`src/rtl/sbr_pkg.sv`:
```
package sbr_pkg;
    localparam int NODES_DEF   = 16;
    localparam int GROUPS_DEF  = 16;
    localparam int GBITS_DEF   = 16;
    localparam int TMO_W_DEF   = 16;
    localparam int MIN_TMO_DEF = 4;
endpackage

```
`src/rtl/sbr_node_timer.sv`:
```
module sbr_node_timer #(
    parameter int TMO_W   = 16,
    parameter int MIN_TMO = 4
) (
    input  logic             clk_i,
    input  logic             rst_ni,
    input  logic             reload_i,
    input  logic [TMO_W-1:0] cfg_i,
    input  logic             tick_i,
    output logic             alive_o,
    output logic             expire_o
);
    typedef struct packed {
        logic             alive;
        logic [TMO_W-1:0] cnt;
    } tmr_t;

    tmr_t tmr_d, tmr_q;
    logic expire_d;
    logic [TMO_W-1:0] load_val;

    always_comb begin
        tmr_d    = tmr_q;
        expire_d = 1'b0;
        // settings under the floor are raised to it
        load_val = (cfg_i < TMO_W'(MIN_TMO)) ? TMO_W'(MIN_TMO) : cfg_i;
        if (reload_i) begin
            // reload has priority over a coincident tick
            tmr_d.cnt   = load_val;
            tmr_d.alive = 1'b1;
        end else if (tick_i && tmr_q.alive) begin
            if (tmr_q.cnt <= TMO_W'(1)) begin
                tmr_d.alive = 1'b0;
                tmr_d.cnt   = '0;
                expire_d    = 1'b1;
            end else begin
                tmr_d.cnt = tmr_q.cnt - TMO_W'(1);
            end
        end
    end

    always_ff @(posedge clk_i or negedge rst_ni) begin
        if (!rst_ni) tmr_q <= '0;
        else         tmr_q <= tmr_d;
    end

    assign alive_o  = tmr_q.alive;
    assign expire_o = expire_d;
endmodule

```
`src/rtl/sbr_admit.sv`:
```
module sbr_admit #(
    parameter int NODES  = 16,
    parameter int GROUPS = 16,
    localparam int NODE_W = $clog2(NODES),
    localparam int GRP_W  = $clog2(GROUPS)
) (
    input  logic                     pkt_vld_i,
    input  logic [NODE_W-1:0]        pkt_node_i,
    input  logic [GRP_W-1:0]         pkt_grp_i,
    input  logic [GROUPS-1:0]        grp_used_i,
    input  logic [GROUPS*NODE_W-1:0] grp_owner_i,
    input  logic [NODES-1:0]         expire_i,
    output logic [NODES-1:0]         node_reload_o,
    output logic [GROUPS-1:0]        grp_load_o,
    output logic [GROUPS-1:0]        grp_clear_o
);
    logic [NODE_W-1:0] pkt_owner;
    logic              accept;

    always_comb begin
        pkt_owner = grp_owner_i[pkt_grp_i*NODE_W +: NODE_W];
        // group must be allocated and owned by the sender
        accept = pkt_vld_i && grp_used_i[pkt_grp_i] && (pkt_owner == pkt_node_i);

        node_reload_o = '0;
        grp_load_o    = '0;
        if (accept) begin
            node_reload_o[pkt_node_i] = 1'b1;
            grp_load_o[pkt_grp_i]     = 1'b1;
        end

        // only groups of an expiring node are cleared
        for (int g = 0; g < GROUPS; g++) begin
            grp_clear_o[g] = expire_i[grp_owner_i[g*NODE_W +: NODE_W]];
        end
    end
endmodule

```
`src/rtl/sbr_group_image.sv`:
```
module sbr_group_image #(
    parameter int GBITS = 16
) (
    input  logic             clk_i,
    input  logic             rst_ni,
    input  logic             load_i,
    input  logic             clear_i,
    input  logic [GBITS-1:0] bits_i,
    input  logic [GBITS-1:0] lock_i,
    output logic [GBITS-1:0] img_o
);
    typedef struct packed {
        logic [GBITS-1:0] val;
        logic [GBITS-1:0] armed;
    } grp_t;

    grp_t grp_d, grp_q;

    always_comb begin
        grp_d = grp_q;
        if (clear_i) begin
            // silence drops values and disarms
            grp_d = '0;
        end else if (load_i) begin
            for (int i = 0; i < GBITS; i++) begin
                if (!bits_i[i]) begin
                    grp_d.val[i]   = 1'b0;
                    grp_d.armed[i] = 1'b1;
                end else begin
                    // direct, R4/R5 interlocked
                    grp_d.val[i] = !lock_i[i] || grp_q.armed[i];
                end
            end
        end
    end

    always_ff @(posedge clk_i or negedge rst_ni) begin
        if (!rst_ni) grp_q <= '0;
        else         grp_q <= grp_d;
    end

    assign img_o = grp_q.val;
endmodule

```
`src/rtl/safe_bit_rx.sv`:
```
module safe_bit_rx #(
    parameter int NODES   = sbr_pkg::NODES_DEF,
    parameter int GROUPS  = sbr_pkg::GROUPS_DEF,
    parameter int GBITS   = sbr_pkg::GBITS_DEF,
    parameter int TMO_W   = sbr_pkg::TMO_W_DEF,
    parameter int MIN_TMO = sbr_pkg::MIN_TMO_DEF,
    localparam int NODE_W = $clog2(NODES),
    localparam int GRP_W  = $clog2(GROUPS),
    localparam int TOTAL  = GROUPS * GBITS
) (
    input  logic                     clk_i,
    input  logic                     rst_ni,
    input  logic                     pkt_vld_i,
    input  logic [NODE_W-1:0]        pkt_node_i,
    input  logic [GRP_W-1:0]         pkt_grp_i,
    input  logic [GBITS-1:0]         pkt_bits_i,
    input  logic [NODES*TMO_W-1:0]   tmo_cfg_i,
    input  logic [GROUPS*NODE_W-1:0] grp_owner_i,
    input  logic [GROUPS-1:0]        grp_used_i,
    input  logic [TOTAL-1:0]         lock_en_i,
    input  logic                     tick_ms_i,
    output logic [TOTAL-1:0]         image_o
);
    logic [NODES-1:0]  node_reload;
    logic [NODES-1:0]  node_alive;
    logic [NODES-1:0]  node_expire;
    logic [GROUPS-1:0] grp_load;
    logic [GROUPS-1:0] grp_clear;

    sbr_admit #(.NODES(NODES), .GROUPS(GROUPS)) u_admit (
        .pkt_vld_i     (pkt_vld_i),
        .pkt_node_i    (pkt_node_i),
        .pkt_grp_i     (pkt_grp_i),
        .grp_used_i    (grp_used_i),
        .grp_owner_i   (grp_owner_i),
        .expire_i      (node_expire),
        .node_reload_o (node_reload),
        .grp_load_o    (grp_load),
        .grp_clear_o   (grp_clear)
    );

    for (genvar n = 0; n < NODES; n++) begin : g_node
        sbr_node_timer #(.TMO_W(TMO_W), .MIN_TMO(MIN_TMO)) u_tmr (
            .clk_i    (clk_i),
            .rst_ni   (rst_ni),
            .reload_i (node_reload[n]),
            .cfg_i    (tmo_cfg_i[n*TMO_W +: TMO_W]),
            .tick_i   (tick_ms_i),
            .alive_o  (node_alive[n]),
            .expire_o (node_expire[n])
        );
    end

    for (genvar g = 0; g < GROUPS; g++) begin : g_grp
        sbr_group_image #(.GBITS(GBITS)) u_img (
            .clk_i   (clk_i),
            .rst_ni  (rst_ni),
            .load_i  (grp_load[g]),
            .clear_i (grp_clear[g]),
            .bits_i  (pkt_bits_i),
            .lock_i  (lock_en_i[g*GBITS +: GBITS]),
            .img_o   (image_o[g*GBITS +: GBITS])
        );
    end

    logic unused_alive;
    assign unused_alive = ^node_alive;
endmodule

```
`config.mk`:
```
export PLATFORM = sky130hd
export DESIGN_NAME = safe_bit_rx
export DESIGN_NICKNAME = d
export VERILOG_FILES = /design/src/rtl/sbr_pkg.sv /design/src/rtl/sbr_node_timer.sv /design/src/rtl/sbr_admit.sv /design/src/rtl/sbr_group_image.sv /design/src/rtl/safe_bit_rx.sv
export SDC_FILE = /design/constraint.sdc
export NUM_CORES = 2
export LEC_CHECK = 0
export BUFFER_PORTS_ARGS = -buffer_cell sky130_fd_sc_hd__clkbuf_2
export CORE_ASPECT_RATIO = 1.4
export CORE_MARGIN = 3
export CORE_UTILIZATION = 40
export CTS_BUF_LIST = sky130_fd_sc_hd__clkbuf_4 sky130_fd_sc_hd__clkbuf_8 sky130_fd_sc_hd__clkbuf_16
export DETAILED_ROUTE_END_ITERATION = 8
export PLACE_DENSITY_LB_ADDON = 0.08
export SLEW_MARGIN = 10
export SYNTH_ARGS = -nofsm -noshare
export SYNTH_HDL_FRONTEND = slang
export SYNTH_SLANG_ARGS = --single-unit
```
`constraint.sdc`:
```
create_clock -name clk_i -period 3.2 [get_ports clk_i]
set_input_delay 0.64 -clock clk_i [delete_from_list [all_inputs] [get_ports clk_i]]
set_output_delay 0.64 -clock clk_i [all_outputs]
set_load 0.01 [all_outputs]
```
Word level (Yosys, flattened, before mapping)
Cells that the tools add are included.
- $add $sub $neg: 16
- magnitude comparators: 52
- equality and inequality tests: 257
- shifts and indexed selects: 1
- multiplexer cells: 472
- reduce and logical (&&, ||, !) cells: 852
- operator list (cell ; count):
    2-to-1 mux 32 bit ; 32
    2-to-1 mux 16 bit ; 34
    2-to-1 mux 17 bit ; 32
    AND reduction 2 bit ; 272
    inequality test 2 x 1 -> 1 bit, second input constant ; 256
    2-to-1 mux 1 bit ; 355
    <= comparator 16 x 1 -> 1 bit, second input constant ; 16
    zero test 1 bit ; 256
    logical OR 1 bit ; 256
    < comparator 16 x 3 -> 1 bit, second input constant ; 16
    subtractor 16 x 1 -> 16 bit, second input constant ; 16
    nonzero test 2 bit ; 48
    < comparator 4 x 5 -> 1 bit, second input constant ; 18
    binary-select mux 1 bit (select 4 bit) ; 17
    indexed part select 64 x 7 -> 4 bit ; 1
    logical AND 1 bit ; 20
    demux 1 bit (select 4 bit) ; 2
    greater-or-equal comparator 4 x 1 -> 1 bit, second input constant ; 2
    equality test 4 bit ; 1
- flip-flop bits (word level): 784
- output and inout port bits: 256

Longest topological paths before layout
- word-level depth: 10
- depth in mapped cells: 17
- mapped depth without buffers: 12

By module
From an unflattened synthesis, not the netlist that was laid out.
- cell total of the unflattened synthesis: 5131
- area, all modules: 46967.5 sq um
- by module, submodules not included (module ; instances ; cells an instance ; area each (sq um)):
    sbr_group_image ; 16 ; 168 ; 1561.5
    sbr_node_timer at g_node[0].u_tmr ... ; 7 ; 131 ; 1167.4
    sbr_node_timer at g_node[1].u_tmr ... ; 5 ; 152 ; 1232.4
    sbr_admit ; 1 ; 252 ; 3045.4
    sbr_node_timer at g_node[7].u_tmr ... ; 2 ; 133 ; 1181.1
    sbr_node_timer at g_node[6].u_tmr ; 1 ; 123 ; 1123.6
    sbr_node_timer at g_node[9].u_tmr ; 1 ; 125 ; 1118.6

Least setup slack after synthesis
OpenSTA, ideal clock, no wires.
- path type: input -> register
- start: in pkt_grp_i[1]
- end: reg g_grp[1].u_img.grp_q, in the netlist g_grp[1].u_img.img_o[9]
- setup time: 77 ps
- arrival time: 3892 ps
- data required time: 3123 ps
- setup slack: -770 ps
- stages: 13
- path buffers: 3
- cell sequence: buf_2 > buf_4 > nor2_2 > a22o_1 > a221oi_1 > mux2_2 > or4_1 > and3_1 > mux4_2 > or3b_1 > o211a_2 > buf_6 > a21oi_1
- longest elaborated chain between the ends: 9
- RTL lines (element ; RTL line ; source):
    from (decl) ; safe_bit_rx.sv:15 ; input logic [GRP_W-1:0] pkt_grp_i,
    parallel branches: the longest is 9 deep, another holds indexed part select 64 x 7 -> 4 bit ; -- ;
    to (signal assigned) ; sbr_group_image.sv:39 ; else grp_q <= grp_d;
    to (decl) ; sbr_group_image.sv:17 ; grp_t grp_d, grp_q;
Several ways; the timed one is not identified. The select of a mux whose other input is x is not followed.
A chain may end at the register's enable or synchronous reset.

Worst setup path after layout
- start: in pkt_grp_i[3]
- end: reg g_grp[5].u_img.grp_q[10] in the netlist's numbering
- longest elaborated chain between the ends: 10
- RTL lines (element ; RTL line):
    parallel branches: the longest is 10 deep, another holds indexed part select 64 x 7 -> 4 bit ; --
    to (signal assigned) ; sbr_group_image.sv:39
    to (decl) ; sbr_group_image.sv:17
Several ways; the timed one is not identified. The select of a mux whose other input is x is not followed.

==> impl_metrics.json <==
{
  "outcome": "finished with violations",
  "violations": "negative setup slack",
  "fin_cells": 8462,
  "rsz0062_at_grt": "yes",
  "p_leak_nw": 28.54,
  "r2r_end": "g_grp[5].u_img.grp_q[10]",
  "drtIter0Drc": 3885,
  "setup_viol": 534,
  "drv_slew": 0,
  "cts_tree": "built",
  "drt_first_pass_iters": 6,
  "antenna_found_initial": 79,
  "ys_seq_area_frac": 0.4317,
  "finalCritPeriodShare": 1.138,
  "ctsRootBufferMaster": "clkbuf_16",
  "grt_overflow_total": 0,
  "path_class": "in -> reg",
  "cts_buffers": 87,
  "crit_path_end_kind": "register",
  "r2r_slack_ns": -0.32,
  "numClockSinks": 784,
  "startpoint": "pkt_grp_i[3]",
  "viasPerCell": 5.550,
  "synth_nets": 6426,
  "ir_worst_vdd_mv": 0.4333,
  "synthToLayoutAreaGrowth_pct": 33.53,
  "vias": 46960,
  "cts_buffer_depth": 3,
  "layout-drive-gt1-share": 0.3119,
  "core_mm2": 0.1121,
  "initial_core_util": 0.4053,
  "gp_congestion": 1.004,
  "num_rows": 145,
  "top_usage_layer": "met2",
  "grtUsageMet3": 0.07489,
  "ys_ff_latch": 784,
  "fill_cells": 10812,
  "relSlewSlack": 0.2599,
  "r2r_cells": 15,
  "p_per_area_mw_per_mm2": 549.5,
  "grt_pass1_vias": 45416,
  "fp.dieW_um": 290.9,
  "clk_latency_ns": 0.71,
  "hpwl_um": 148700,
  "clk_pin_slew_ns": 0.06,
  "synthCells": 5774,
  "portBuffers": 875,
  "fin_crit_ns": 3.640,
  "synth_edf_count": 0,
  "die_h_um": 404.8,
  "yosys_warnings": 0,
  "grt_pass1_wl_um": 286400,
  "cts_max_level": 3,
  "fin_util": 0.5413,
  "pin_count": 876,
  "met2_usage": 0.5540,
  "worst_slack_ns": -0.4404,
  "wl_um": 196500,
  "crit_end": "g_grp[5].u_img.grp_q[10]",
  "clock_skew_ns": 0.05795,
  "synthDistinctLibCells": 92,
  "avgSynthCellArea_um2": 7.871,
  "path_max_fanout": 5,
  "nets": 7519,
  "hp-class": "in -> reg",
  "critPathLaunchType": "input pin",
  "wl_per_cell_um": 23.22,
  "synth_area_mm2": 0.04545,
  "cp.required_ns": 3.80,
  "postSynth.asyncResetShare": 1.000,
  "hold_viol_final": 0,
  "worst_ep_arrival_time_ns": 4.24,
  "grt_start_max_net_pins": 91,
  "die_area_mm2": 0.1178,
  "dp.cells": 8168,
  "reg2reg_from": "g_node[10].u_tmr.tmr_q[10]",
  "grt_usage": 0.3196,
  "hold_depth": 3,
  "use_met1": 0.3738,
  "tightest_slew_ns": 1.110,
  "drv_cap": 0,
  "drc": 0,
  "yosys_most_used_dff": "dfrtp_1",
  "max_freq_ghz": 0.2747,
  "ant_nets": 0
}
[report_power, final]
part	total, mW	internal [mW]	switching [mW]
sequential	11.7	10.8	0.852
combinational	10.9	4.60	6.28
clock	10.8	6.28	4.49
total	33.3	21.7	11.6
[registers in the layout, indices dropped and copies added, names as in the netlist]
signal                flops
g_node.u_tmr.tmr_q      256
g_grp.u_img.grp_q       256
g_node.u_tmr.alive_o     16
g_grp.u_img.img_o       256
[how the worst min path moves through the flow]
stage,startpoint,slack [ns],to
final,tmo_cfg_i[20],0.17,g_node[1].u_tmr.tmr_q[4]
after floorplan,rst_ni,0.34,g_grp[0].u_img.grp_q[0]
after global routing,tmo_cfg_i[80],0.15,g_node[5].u_tmr.tmr_q[0]
after global placement,g_node[7].u_tmr.tmr_q[10],0.47,g_node[7].u_tmr.tmr_q[10]
after detailed placement,g_node[7].u_tmr.tmr_q[10],0.47,g_node[7].u_tmr.tmr_q[10]
after CTS,tmo_cfg_i[184],0.11,g_node[11].u_tmr.tmr_q[8]
[layer usage]
layer / routed length, um / part of all wire
met5: 302 / 0.0015
met4: 10560 / 0.054
met3: 15080 / 0.077
met2: 96340 / 0.49
met1: 74190 / 0.38
[through the flow]
stage	area (um^2)	worst slack [ns]	total power [mW]	hold WS, ns	TNS, ns
2_1_floorplan	45670	-0.5667	17.39	0.3444	-227.37
3_3_place_gp	54640	-1.343	22.05	0.4660	-661.08
3_5_place_dp	54640	-1.331	22.14	0.4717	-667.70
4_1_cts	58810	-0.3495	33.24	0.1124	-85.36
5_1_grt	60620	-0.4606	35.26	0.1536	-136.30
6_report	60690	-0.4404	33.35	0.1688	-99.35
[timing repair]
item                                    CTS  global route
endpoints found under the setup margin  560           577
hold endpoints to repair                 42             0
setup buffers                            46            25
hold buffers                              1             0
pin swaps                                30           114
gates cloned                              9            15
resized for setup                       121           347
[synth_stat cells (13+ instances only)]
cell | instances | area [um^2]
mux4_2 | 20 | 450.4
o31ai_1 | 14 | 105.1
a21oi_1 | 567 | 2838
a31oi_1 | 24 | 150.1
dfrtp_1 | 784 | 19620
nor3_1 | 152 | 760.7
or4_1 | 15 | 112.6
a221o_1 | 13 | 130.1
nor4_1 | 135 | 844.6
nand4b_1 | 13 | 113.9
a22oi_1 | 36 | 270.3
o21ai_0 | 440 | 2202
mux2_2 | 15 | 168.9
nor2_1 | 1280 | 4805
a32oi_1 | 33 | 289.0
a211oi_1 | 27 | 202.7
o21a_1 | 15 | 112.6
nor2b_1 | 26 | 162.7
ha_1 | 32 | 400.4
inv_1 | 168 | 630.6
nand3_1 | 308 | 1541
buf_4 | 259 | 1944
nand2b_1 | 199 | 1245
a21oi_2 | 13 | 113.9
mux2i_1 | 46 | 460.4
or3_1 | 33 | 206.5
o211ai_1 | 33 | 247.7
nand2_1 | 437 | 1640
and3_1 | 40 | 250.2
and2_1 | 41 | 256.5
nand4_1 | 30 | 187.7
buf_1 | 19 | 71.32
buf_2 | 38 | 190.2
nor3b_1 | 22 | 165.2
clkbuf_1 | 281 | 1055
[cell usage in the layout (no fill, tap or decap), drive strengths merged, types with 10 or more instances in the layout]
master | synthesis | layout
a221oi | 10 | 10
inv | 168 | 171
a31oi | 24 | 24
o311ai | 11 | 11
a21o | 10 | 10
a21oi | 580 | 580
or2 | 12 | 12
diode | 0 | 53
clkinv | 1 | 25
mux2i | 46 | 46
buf | 326 | 721
or3 | 33 | 33
nand4b | 13 | 13
and2 | 44 | 44
ha | 32 | 32
a22oi | 36 | 36
a32oi | 33 | 33
o21a | 16 | 16
nand3 | 308 | 308
clkbuf | 282 | 1009
o211ai | 34 | 34
a221o | 13 | 13
nor3 | 152 | 152
o21ai | 447 | 447
nor3b | 22 | 22
dfrtp | 784 | 784
mux4 | 20 | 20
o31ai | 14 | 14
a211oi | 28 | 28
nor2b | 26 | 26
and3 | 40 | 40
mux2 | 16 | 16
or4 | 15 | 15
nand4 | 35 | 35
nor2 | 1283 | 1283
nand2 | 437 | 437
nand2b | 199 | 199
nor4 | 136 | 136
[area by class of cell]
class	count	area [um^2]	share of cell area
diodes	53	132.6	0.002185
clock buffers	123	2546	0.04196
clock inverters	38	545.5	0.008989
inverters	169	634.4	0.01045
multi-input cells	4217	23680	0.3902
flip-flops and latches	784	19620	0.3233
well taps	1470	1839	0.03031
repair buffers	1608	11690	0.1926
[cell families after synthesis]
logic type | share of synthesized area
flip-flops | 0.4317
buffers and inverters | 0.08829
XOR/XNOR | 0.0003855
adder cells (fa/ha/maj) | 0.008810
AO/OA/AOI/OAI | 0.1685
multiplexers | 0.02401
AND/OR/NAND/NOR | 0.2783
[critical path: stages]
cell       delay (ns)
clkbuf_16        0.15
buf_12           0.15
buf_4            0.14
buf_4            0.13
mux2i_2          0.15
a22oi_2          0.29
a211oi_2         0.13
o21ai_1          0.14
buf_4            0.15
buf_6            0.10
nor4_4           0.03
buf_4            0.14
or3_4            0.36
a21oi_2          0.15
o31ai_1          0.07
a222oi_1         0.64
buf_4            0.27
buf_12           0.11
buf_12           0.11
buf_16           0.12
nor2_4           0.03
Power figures use the tool's default switching activity.
